**src/rtl/wwdt_core.sv**
```systemverilog
module wwdt_core #(
  parameter int          CNT_W   = 21,
  parameter logic [7:0]  KEY_VAL = 8'hAC
) (
  input  logic       clk,
  input  logic       rst_n,
  input  logic [3:0] cfg_opt,
  input  logic       tick_en,
  input  logic       halt_mode,
  input  logic       stop_mode,
  input  logic       key_wr,
  input  logic [7:0] key_data,
  output logic       wdt_rst_req
);

  localparam logic [CNT_W-1:0] ONE = {{(CNT_W-1){1'b0}}, 1'b1};

  logic [2:0]       sel_q;
  logic             stby_run_q;
  logic             stby_q;
  logic             locked_q;
  logic [CNT_W-1:0] cnt_q;

  logic [4:0]       lim_exp;
  logic [CNT_W-1:0] lim;
  logic [CNT_W-1:0] half;
  logic             stby;
  logic             win_open;
  logic             key_ok;
  logic             at_last;
  logic             wake_clr;
  logic             count_en;

  always_comb begin
    case (sel_q)
      3'd0:    lim_exp = 5'd10;
      3'd1:    lim_exp = 5'd11;
      3'd2:    lim_exp = 5'd12;
      3'd3:    lim_exp = 5'd13;
      3'd4:    lim_exp = 5'd15;
      3'd5:    lim_exp = 5'd17;
      3'd6:    lim_exp = 5'd18;
      default: lim_exp = 5'd20;
    endcase
  end

  assign lim      = ONE << lim_exp;
  assign half     = lim >> 1;
  assign stby     = halt_mode | stop_mode;
  assign win_open = cnt_q >= half;
  assign key_ok   = key_data == KEY_VAL;
  assign at_last  = cnt_q == lim - ONE;
  assign wake_clr = !stby_run_q && stby_q && !stby;
  assign count_en = tick_en && (stby_run_q || !stby);

  always_ff @(posedge clk) begin
    if (!rst_n) begin
      sel_q       <= cfg_opt[3:1];
      stby_run_q  <= cfg_opt[0];
      stby_q      <= 1'b0;
      locked_q    <= 1'b0;
      cnt_q       <= '0;
      wdt_rst_req <= 1'b0;
    end else begin
      wdt_rst_req <= 1'b0;
      stby_q      <= stby;
      if (!locked_q) begin
        if (key_wr) begin
          cnt_q <= '0;
          if (!(key_ok && win_open)) begin
            wdt_rst_req <= 1'b1;
            locked_q    <= 1'b1;
          end
        end else if (wake_clr) begin
          cnt_q <= '0;
        end else if (count_en) begin
          if (at_last) begin
            cnt_q       <= '0;
            wdt_rst_req <= 1'b1;
            locked_q    <= 1'b1;
          end else begin
            cnt_q <= cnt_q + ONE;
          end
        end
      end
    end
  end

  p_below_limit_r2: assert property (@(posedge clk) disable iff (!rst_n)
    cnt_q < lim);

  p_pulse_once_r3: assert property (@(posedge clk) disable iff (!rst_n)
    wdt_rst_req |=> !wdt_rst_req && cnt_q == '0);

  p_lock_hold_r3: assert property (@(posedge clk) disable iff (!rst_n)
    (locked_q && !wdt_rst_req) |=> !wdt_rst_req);

  p_good_key_r4: assert property (@(posedge clk) disable iff (!rst_n)
    (!locked_q && key_wr && key_ok && win_open) |=> (cnt_q == '0 && !wdt_rst_req));

  p_early_key_r5: assert property (@(posedge clk) disable iff (!rst_n)
    (!locked_q && key_wr && !win_open) |=> wdt_rst_req);

  p_bad_key_r6: assert property (@(posedge clk) disable iff (!rst_n)
    (!locked_q && key_wr && !key_ok) |=> wdt_rst_req);

  p_freeze_r7: assert property (@(posedge clk) disable iff (!rst_n)
    (!stby_run_q && stby && !key_wr) |=> cnt_q == $past(cnt_q));

  p_wake_clear_r8: assert property (@(posedge clk) disable iff (!rst_n)
    (!locked_q && !key_wr && !stby_run_q && stby_q && !stby) |=> cnt_q == '0);

  p_no_tick_r10: assert property (@(posedge clk) disable iff (!rst_n)
    (!tick_en && !key_wr && !wake_clr) |=> cnt_q == $past(cnt_q));

endmodule

```
**config.mk**
```make
export PLATFORM = sky130hd
export DESIGN_NAME = wwdt_core
export DESIGN_NICKNAME = d
export VERILOG_FILES = /design/src/rtl/wwdt_core.sv
export SDC_FILE = /design/constraint.sdc
export NUM_CORES = 1
export LEC_CHECK = 0
export ABC_AREA = 1
export BUFFER_PORTS_ARGS = -buffer_cell sky130_fd_sc_hd__buf_2
export CAP_MARGIN = 20
export CORE_MARGIN = 2
export CORE_UTILIZATION = 55
export DETAILED_ROUTE_END_ITERATION = 12
export PLACE_DENSITY = 0.82
export REMOVE_ABC_BUFFERS = 1
export SLEW_MARGIN = 20
export SYNTH_ARGS = -nofsm -noshare
export SYNTH_HDL_FRONTEND = slang
export SYNTH_SLANG_ARGS = --single-unit
export TNS_END_PERCENT = 5
```
**constraint.sdc**
```tcl
create_clock -name clk -period 4.15 [get_ports clk]
set_input_delay 0 -clock clk [delete_from_list [all_inputs] [get_ports clk]]
set_output_delay 0 -clock clk [all_outputs]
set_load 0.02 [all_outputs]
```
==> results of run 1 <==
## stage by stage
step,utilization [%],power [mW],cells,area [um2]
2_1_floorplan,-,0.3363,325,2063
3_3_place_gp,60.46,0.3563,391,2213
3_5_place_dp,60.46,0.3578,391,2213
4_1_cts,64.15,0.5300,403,2349
5_1_grt,64.15,0.5516,403,2349
6_report,64.15,0.5316,403,2349
## path summary, 6_finish.rpt
kind	from	endpoint
min	key_data[0]	wdt_rst_req
min reg2reg	cnt_q[0]	cnt_q[0]
max	halt_mode	cnt_q[8]
max reg2reg	stby_run_q	cnt_q[8]
## what timing repair did
action,in CTS,in global routing
endpoints found under the hold margin,7,0
hold buffers,8,0
endpoints found under the setup margin,0,0
## cell usage in the layout (no fill, tap or decap)
master and count:
a211oi_1 1, a21oi_1 28, a21oi_2 1, a31o_2 1
buf_2 18, clkbuf_8 4, conb_1 3, dfxtp_1 24
dlygate4sd3_1 8, edfxtp_1 4, ha_1 13, inv_1 40
inv_2 1, nand2_1 92, nand2_2 6, nand3_1 39
nand3b_1 2, nand3b_4 1, nand4_1 5, nor2_1 35
nor2_2 6, nor2_4 2, nor3_1 4, nor4_1 1
o211a_1 1, o21ai_0 8, o21ai_1 1, xnor2_1 3
xor2_1 3
## kinds of logic after synthesis
logic type,share of synthesized area (%)
and+or+nand+nor,41.23
buffers and inverters,9.036
AOI/OAI and AO/OA,10.53
DFF,28.73
adders and majority gates,7.780
xor gates and xnor gates,2.514
other,0.1794
## where the power goes
part	total (mW)	switching, mW	leakage (nW)	internal, mW
clock	0.173	0.0878	0.0288	0.0852
sequential	0.286	0.00542	0.233	0.281
combinational	0.0726	0.0459	0.725	0.0267
## sequential cells by signal, summed over array words and instances (netlist names)
| signal | count |
|---|---|
| cnt_q | 21 |
| locked_q | 1 |
| sel_q | 3 |
| stby_q | 1 |
| stby_run_q | 1 |
| wdt_rst_req | 1 |
## layer usage
layer / GRT usage (%) / part of all wire [%] / wire length [um]
met1: 34.58 / 45 / 2235
met2: 42.55 / 48 / 2368
met5: 0 / 0 / 0
met3: 1.712 / 5.8 / 290
met4: 7.813 / 1.5 / 76
## layout make-up
type                    instances  share of cell area, %
clock buffers                   4                  2.344
repair buffers                 26                  7.246
flip-flops and latches         28                  25.57
inverters                      41                  6.553
well taps                      48                  2.557
multi-input cells             256                  55.73
## worst min-delay path, stage by stage
cell     delay, ns
buf_2         0.07
nor4_1        0.04
nand2_1       0.05
nand2_1       0.06
a21oi_1       0.11
==> impl_results.md, run 1 <==
* Nets at 387
* Count of buffer and inverter cells on the critical path at 3
* Synth top area share at a little under a quarter
* Postcts setup bufs at 0
* Slew Limit Fails at 0
* First-pass GRT wire length at about 8600 um
* Proportion of layout cells with a drive suffix above 1 at between 10% and 20%
* Hold WC Path Type: in -> reg
* Syn Inst Count at 329
* DRT Pass-1 Iters at 5
* Clock Skew at ~0.0036 ns
* Worst-Skew Late Latency at approximately 0.28 ns
* Cell area after synthesis at between 2000 and 2500 um2
* Total clock buffers created by CTS at 3
* IO Pins at 19
* Final Cycle Share at 51.76%
* # setup viols final at 0
* FMAX at ~0.47 GHz
* CTS resizes at 0
* WP depth at 12
* Worst-Margin Slew at 0.8155 ns
* Count leader, synth: nand2_1
* Worst path most repeated cell: nor2_1
* PD cells at 226.3 nW/um2
* Netlist cell types at 30
* Slowest stage delay, CP at approximately 0.53 ns
* DRT iter0 DRCs at 154
* Fin crit period at 2.148 ns
* DPL Wire Length at 3688 um
* Register area at 600.6 um2
* TritonCTS clock tree: built
* Area of the core at 3661 um2
* R2R Setup Slk at 2.10 ns
* Post-synth EDFFs at 4
* #FFs+latches synth at 28
* Hold Path Depth at 5
* # fillers at roughly 340
* Die X at 65.66 um
* Reg clk slew, reported paths at roughly 0.10 ns
* Die ar. at 4311 um2
* Crit-path max FO at 23
* Gpl congestion at 0.9184
* Initial Util at 57.11%
* CP Capture Type: flop
* Max_slew headroom at about 46%
* Crit-path cells: dlygate4sd3_1 -> buf_2 -> nor2_1 -> nand3_1 -> nand2_2 -> inv_1 -> nand2_1 -> nand2_1 -> nor2_1 -> o21ai_0 -> nor2_1 -> nor2_1
* R2R cell count at 10
* CP Class: in -> reg
* H-tree levels at 1
* Ranking of synthesized cells by area: dfxtp_1, nand2_1, nand3_1, ha_1, inv_1
* Root buffer cell: clkbuf_8
* Unrepaired setup endpoints after global routing: no
* Yosys top cell by area: dfxtp_1
* Hold Fails Final Rpt at 0
* Initial antenna violation count at 0
* Worst-case clock buffer depth at 2
* Status: finished, final reports clean
* Pin count of the biggest net entering global routing at 25
* Synth warn at 0
* Vias per inst at 5.335
* Place WS at 2.217 ns
* Multi-input gate area at 1309 um2
* Final Worst Setup Slack at 2.002 ns
* Setup TNS at 0 ns
* Crit path DAT at roughly 2.3 ns
* Post-synthesis sequential area ratio at ~29%
* Routed Wire Length at 4970 um
* CP max-delay cell: dlygate4sd3_1
* MaxCap Viol Count at 0
* Pleak at just under 1 nW
* Antenna diode count at 0
* Clk sink count at 28
* PortBufs at 18
* Peak supply drop at 0.1703 mV
* Most used flip-flop cell after synthesis: dfxtp_1
* GRT Overall Usage at approximately a quarter
* Hold_ws at 0.08680 ns
* Number of global-route vias before repair at 1957
* WL/cell at approximately 12 um
* Row Count at 22
* Synthesis-to-finish area growth at 12.33%
* Syn_area_per_cell at 6.355 um2
* Async set-or-reset flop fraction in the synthesized netlist at 0%
* Via count at 2150
* Top cells by count, synth: nand2_1, inv_1, nand3_1, nor2_1, a21oi_1
* Grt ovf at 0
* CP Launch Type: input pin
* DIE HEIGHT at 65.66 um
* DRC viols at 0
* Final ANT Viol Nets at 0
* Largest delay share family, worst path: simple AND/OR/NAND/NOR gates
* Worst path required time at between 4 and 5 ns
Note: power is estimated with default switching activity, not from simulation.
==> run 2, diff against run 1 <==
==> constraint.sdc (replaced) <==
create_clock -name clk -period 2.1 [get_ports clk]
set_input_delay 0 -clock clk [delete_from_list [all_inputs] [get_ports clk]]
set_output_delay 0 -clock clk [all_outputs]
set_load 0.02 [all_outputs]
==> run 2 against run 1 <==
Net effect:
- combinational power up 130%
- utilization increased by 3.1 points
- setup slack got worse by 1.8 ns
- cell area increased by 4.8%
- largest power group unchanged
==> impl_results.md, run 2 (synthesis results as in run 1) <==
* Switching fraction of total power at a little over a quarter
* Final Cycle Share at 92.53%
* Number of global-route vias before repair at 2021
* Die X at 65.66 um
* Worst-case clock buffer depth at 2
* Crit path DAT at 2.13 ns
* Seq pwr share at 52.8%
* PD cells at 436.7 nW/um2
* Clk sink count at 28
* GRT Overall Usage at 25.73%
* Hold Path Depth at 3
* Max FFs per register at 21
* Overall power at 1.075 mW
* PortBufs at 18
* Slew Limit Fails at 0
* DPL Wire Length at 3814 um
* Top Registers: cnt_q (21), sel_q (3)
* Commonest non-fill, non-tap cell in the layout: nand2_1
* Peak supply drop at 0.3849 mV
* Fin crit period at 1.943 ns
* Worst-Skew Late Latency at 0.27 ns
* Antenna diode count at 0
* Commonest non-fill, non-tap cells in the layout: nand2_1, inv_1, nand3_1
* Worst Hold Path EP: wdt_rst_req
* Final ANT Viol Nets at 0
* Clock Skew at 0.001114 ns
* Reg clk slew, reported paths at 0.10 ns
* Total clock buffers created by CTS at 3
* Row Count at 22
* Initial Util at a little under three fifths
* DRC viols at 0
* First-pass GRT wire length at 8756 um
* Area of the core at 3661 um2
* Crit-path max FO at 6
* Hold_ws at 0.01415 ns
* Via count at approximately 2200
* WL/cell at 12.97 um
* Worst reg2reg startpoint: sel_q[2]
* Routed Wire Length at 5317 um
* DIE HEIGHT at 65.66 um
* DRT Pass-1 Iters at 4
* Nets at 394
* Initial antenna violation count at 0
* Gpl congestion at 0.8946
* Pleak at 1.034 nW
* H-tree levels at 1
* R2R cell count at 14
* Hold Crit Start: key_wr
* Synthesis-to-finish area growth at 17.77%
* MaxCap Viol Count at 0
* Setup TNS at 0 ns
* Hold Fails Final Rpt at 0
* Pin count of the biggest net entering global routing at 18
* Proportion of layout cells with a drive suffix above 1 at 16.30%
* CP Class: reg -> reg
* Comb power frac at between 10% and 20%
* Die ar. at 4311 um2
* Finished Cell Area at 2462 um2
* # setup viols final at 0
* Clock Power Share at 31.5%
* Hold WC Path Type: in -> reg
* P_int at between 0.7 and 0.8 mW
* Worst path required time at 2.29 ns
* CP Launch Type: flop
* Vias per inst at ~5.4
* # fillers at 317
* Crit Reg-Reg Endpoint: locked_q
* P_sw at 0.2830 mW
* IO Pins at 19
* Grt ovf at 0
* DRT iter0 DRCs at 140
* Placed cell area at 2228 um2
* Root buffer cell: clkbuf_8
* FMAX at ~0.51 GHz
* Status: finished, final reports clean
* R2R Setup Slk at around 0.16 ns
* Reg with most FFs: cnt_q
* TritonCTS clock tree: built
* CP Capture Type: flop
run 2: worst max path at each step:
stage              from        to  slack, ns  cells after the start
3_3_place_gp   sel_q[2]  locked_q       0.25                     13
5_1_grt        sel_q[2]  locked_q      -0.05                     13
4_1_cts        sel_q[2]  locked_q       0.20                     14
6_report       sel_q[2]  locked_q       0.16                     14
2_1_floorplan  sel_q[1]  locked_q       0.40                     14
3_5_place_dp   sel_q[2]  locked_q       0.22                     14
run 2: timing repair:
item / 4_1_cts / 5_1_grt
setup buffers: 0 / 6
hold buffers: 7 / 0
hold endpoints to repair: 7 / 0
gates resized for setup: 0 / 13
setup endpoints to repair: 0 / 1
run 2: power by group through the flow:
stage          Combinational [mW]  Sequential [mW]  Clock (mW)
2_1_floorplan              0.0877            0.577           0
3_3_place_gp                0.132            0.577           0
3_5_place_dp                0.134            0.578           0
4_1_cts                     0.145            0.565       0.340
5_1_grt                     0.190            0.569       0.360
6_report                    0.170            0.567       0.338
run 2: stage by stage:
step / setup WS (ns) / util (%) / std cells
2_1_floorplan: 0.3991 / - / 325
3_3_place_gp: 0.2526 / 60.87 / 393
3_5_place_dp: 0.2169 / 60.87 / 393
4_1_cts: 0.2030 / 64.29 / 404
5_1_grt: -0.05411 / 67.26 / 410
6_report: 0.1569 / 67.26 / 410
run 2: critical path: stages (launching register included):
cell      delay [ns]
edfxtp_1        0.53
buf_6           0.15
nand3_2         0.07
ha_1            0.31
nand2_1         0.07
inv_2           0.07
nand3_2         0.08
nor2_2          0.14
nand2_1         0.08
nand3_2         0.07
nand2_1         0.05
nand2_1         0.09
nand3_1         0.07
nand2_1         0.06
inv_1           0.03
run 2: layout make-up:
class	instances	area [um2]	area share (%)
Clock buffer	4	55.05	2.236
Inverter	41	153.9	6.250
Multi-Input combinational cell	256	1369	55.59
Sequential cell	28	600.6	24.39
Tap cell	48	60.06	2.439
Timing Repair Buffer	33	224.0	9.096
run 2: per-layer routing:
layer	share of wire (%)	GRT usage (%)
met5	0	0
met4	1.6	6.771
met3	3.9	3.596
met2	50	44.57
met1	45	33.33
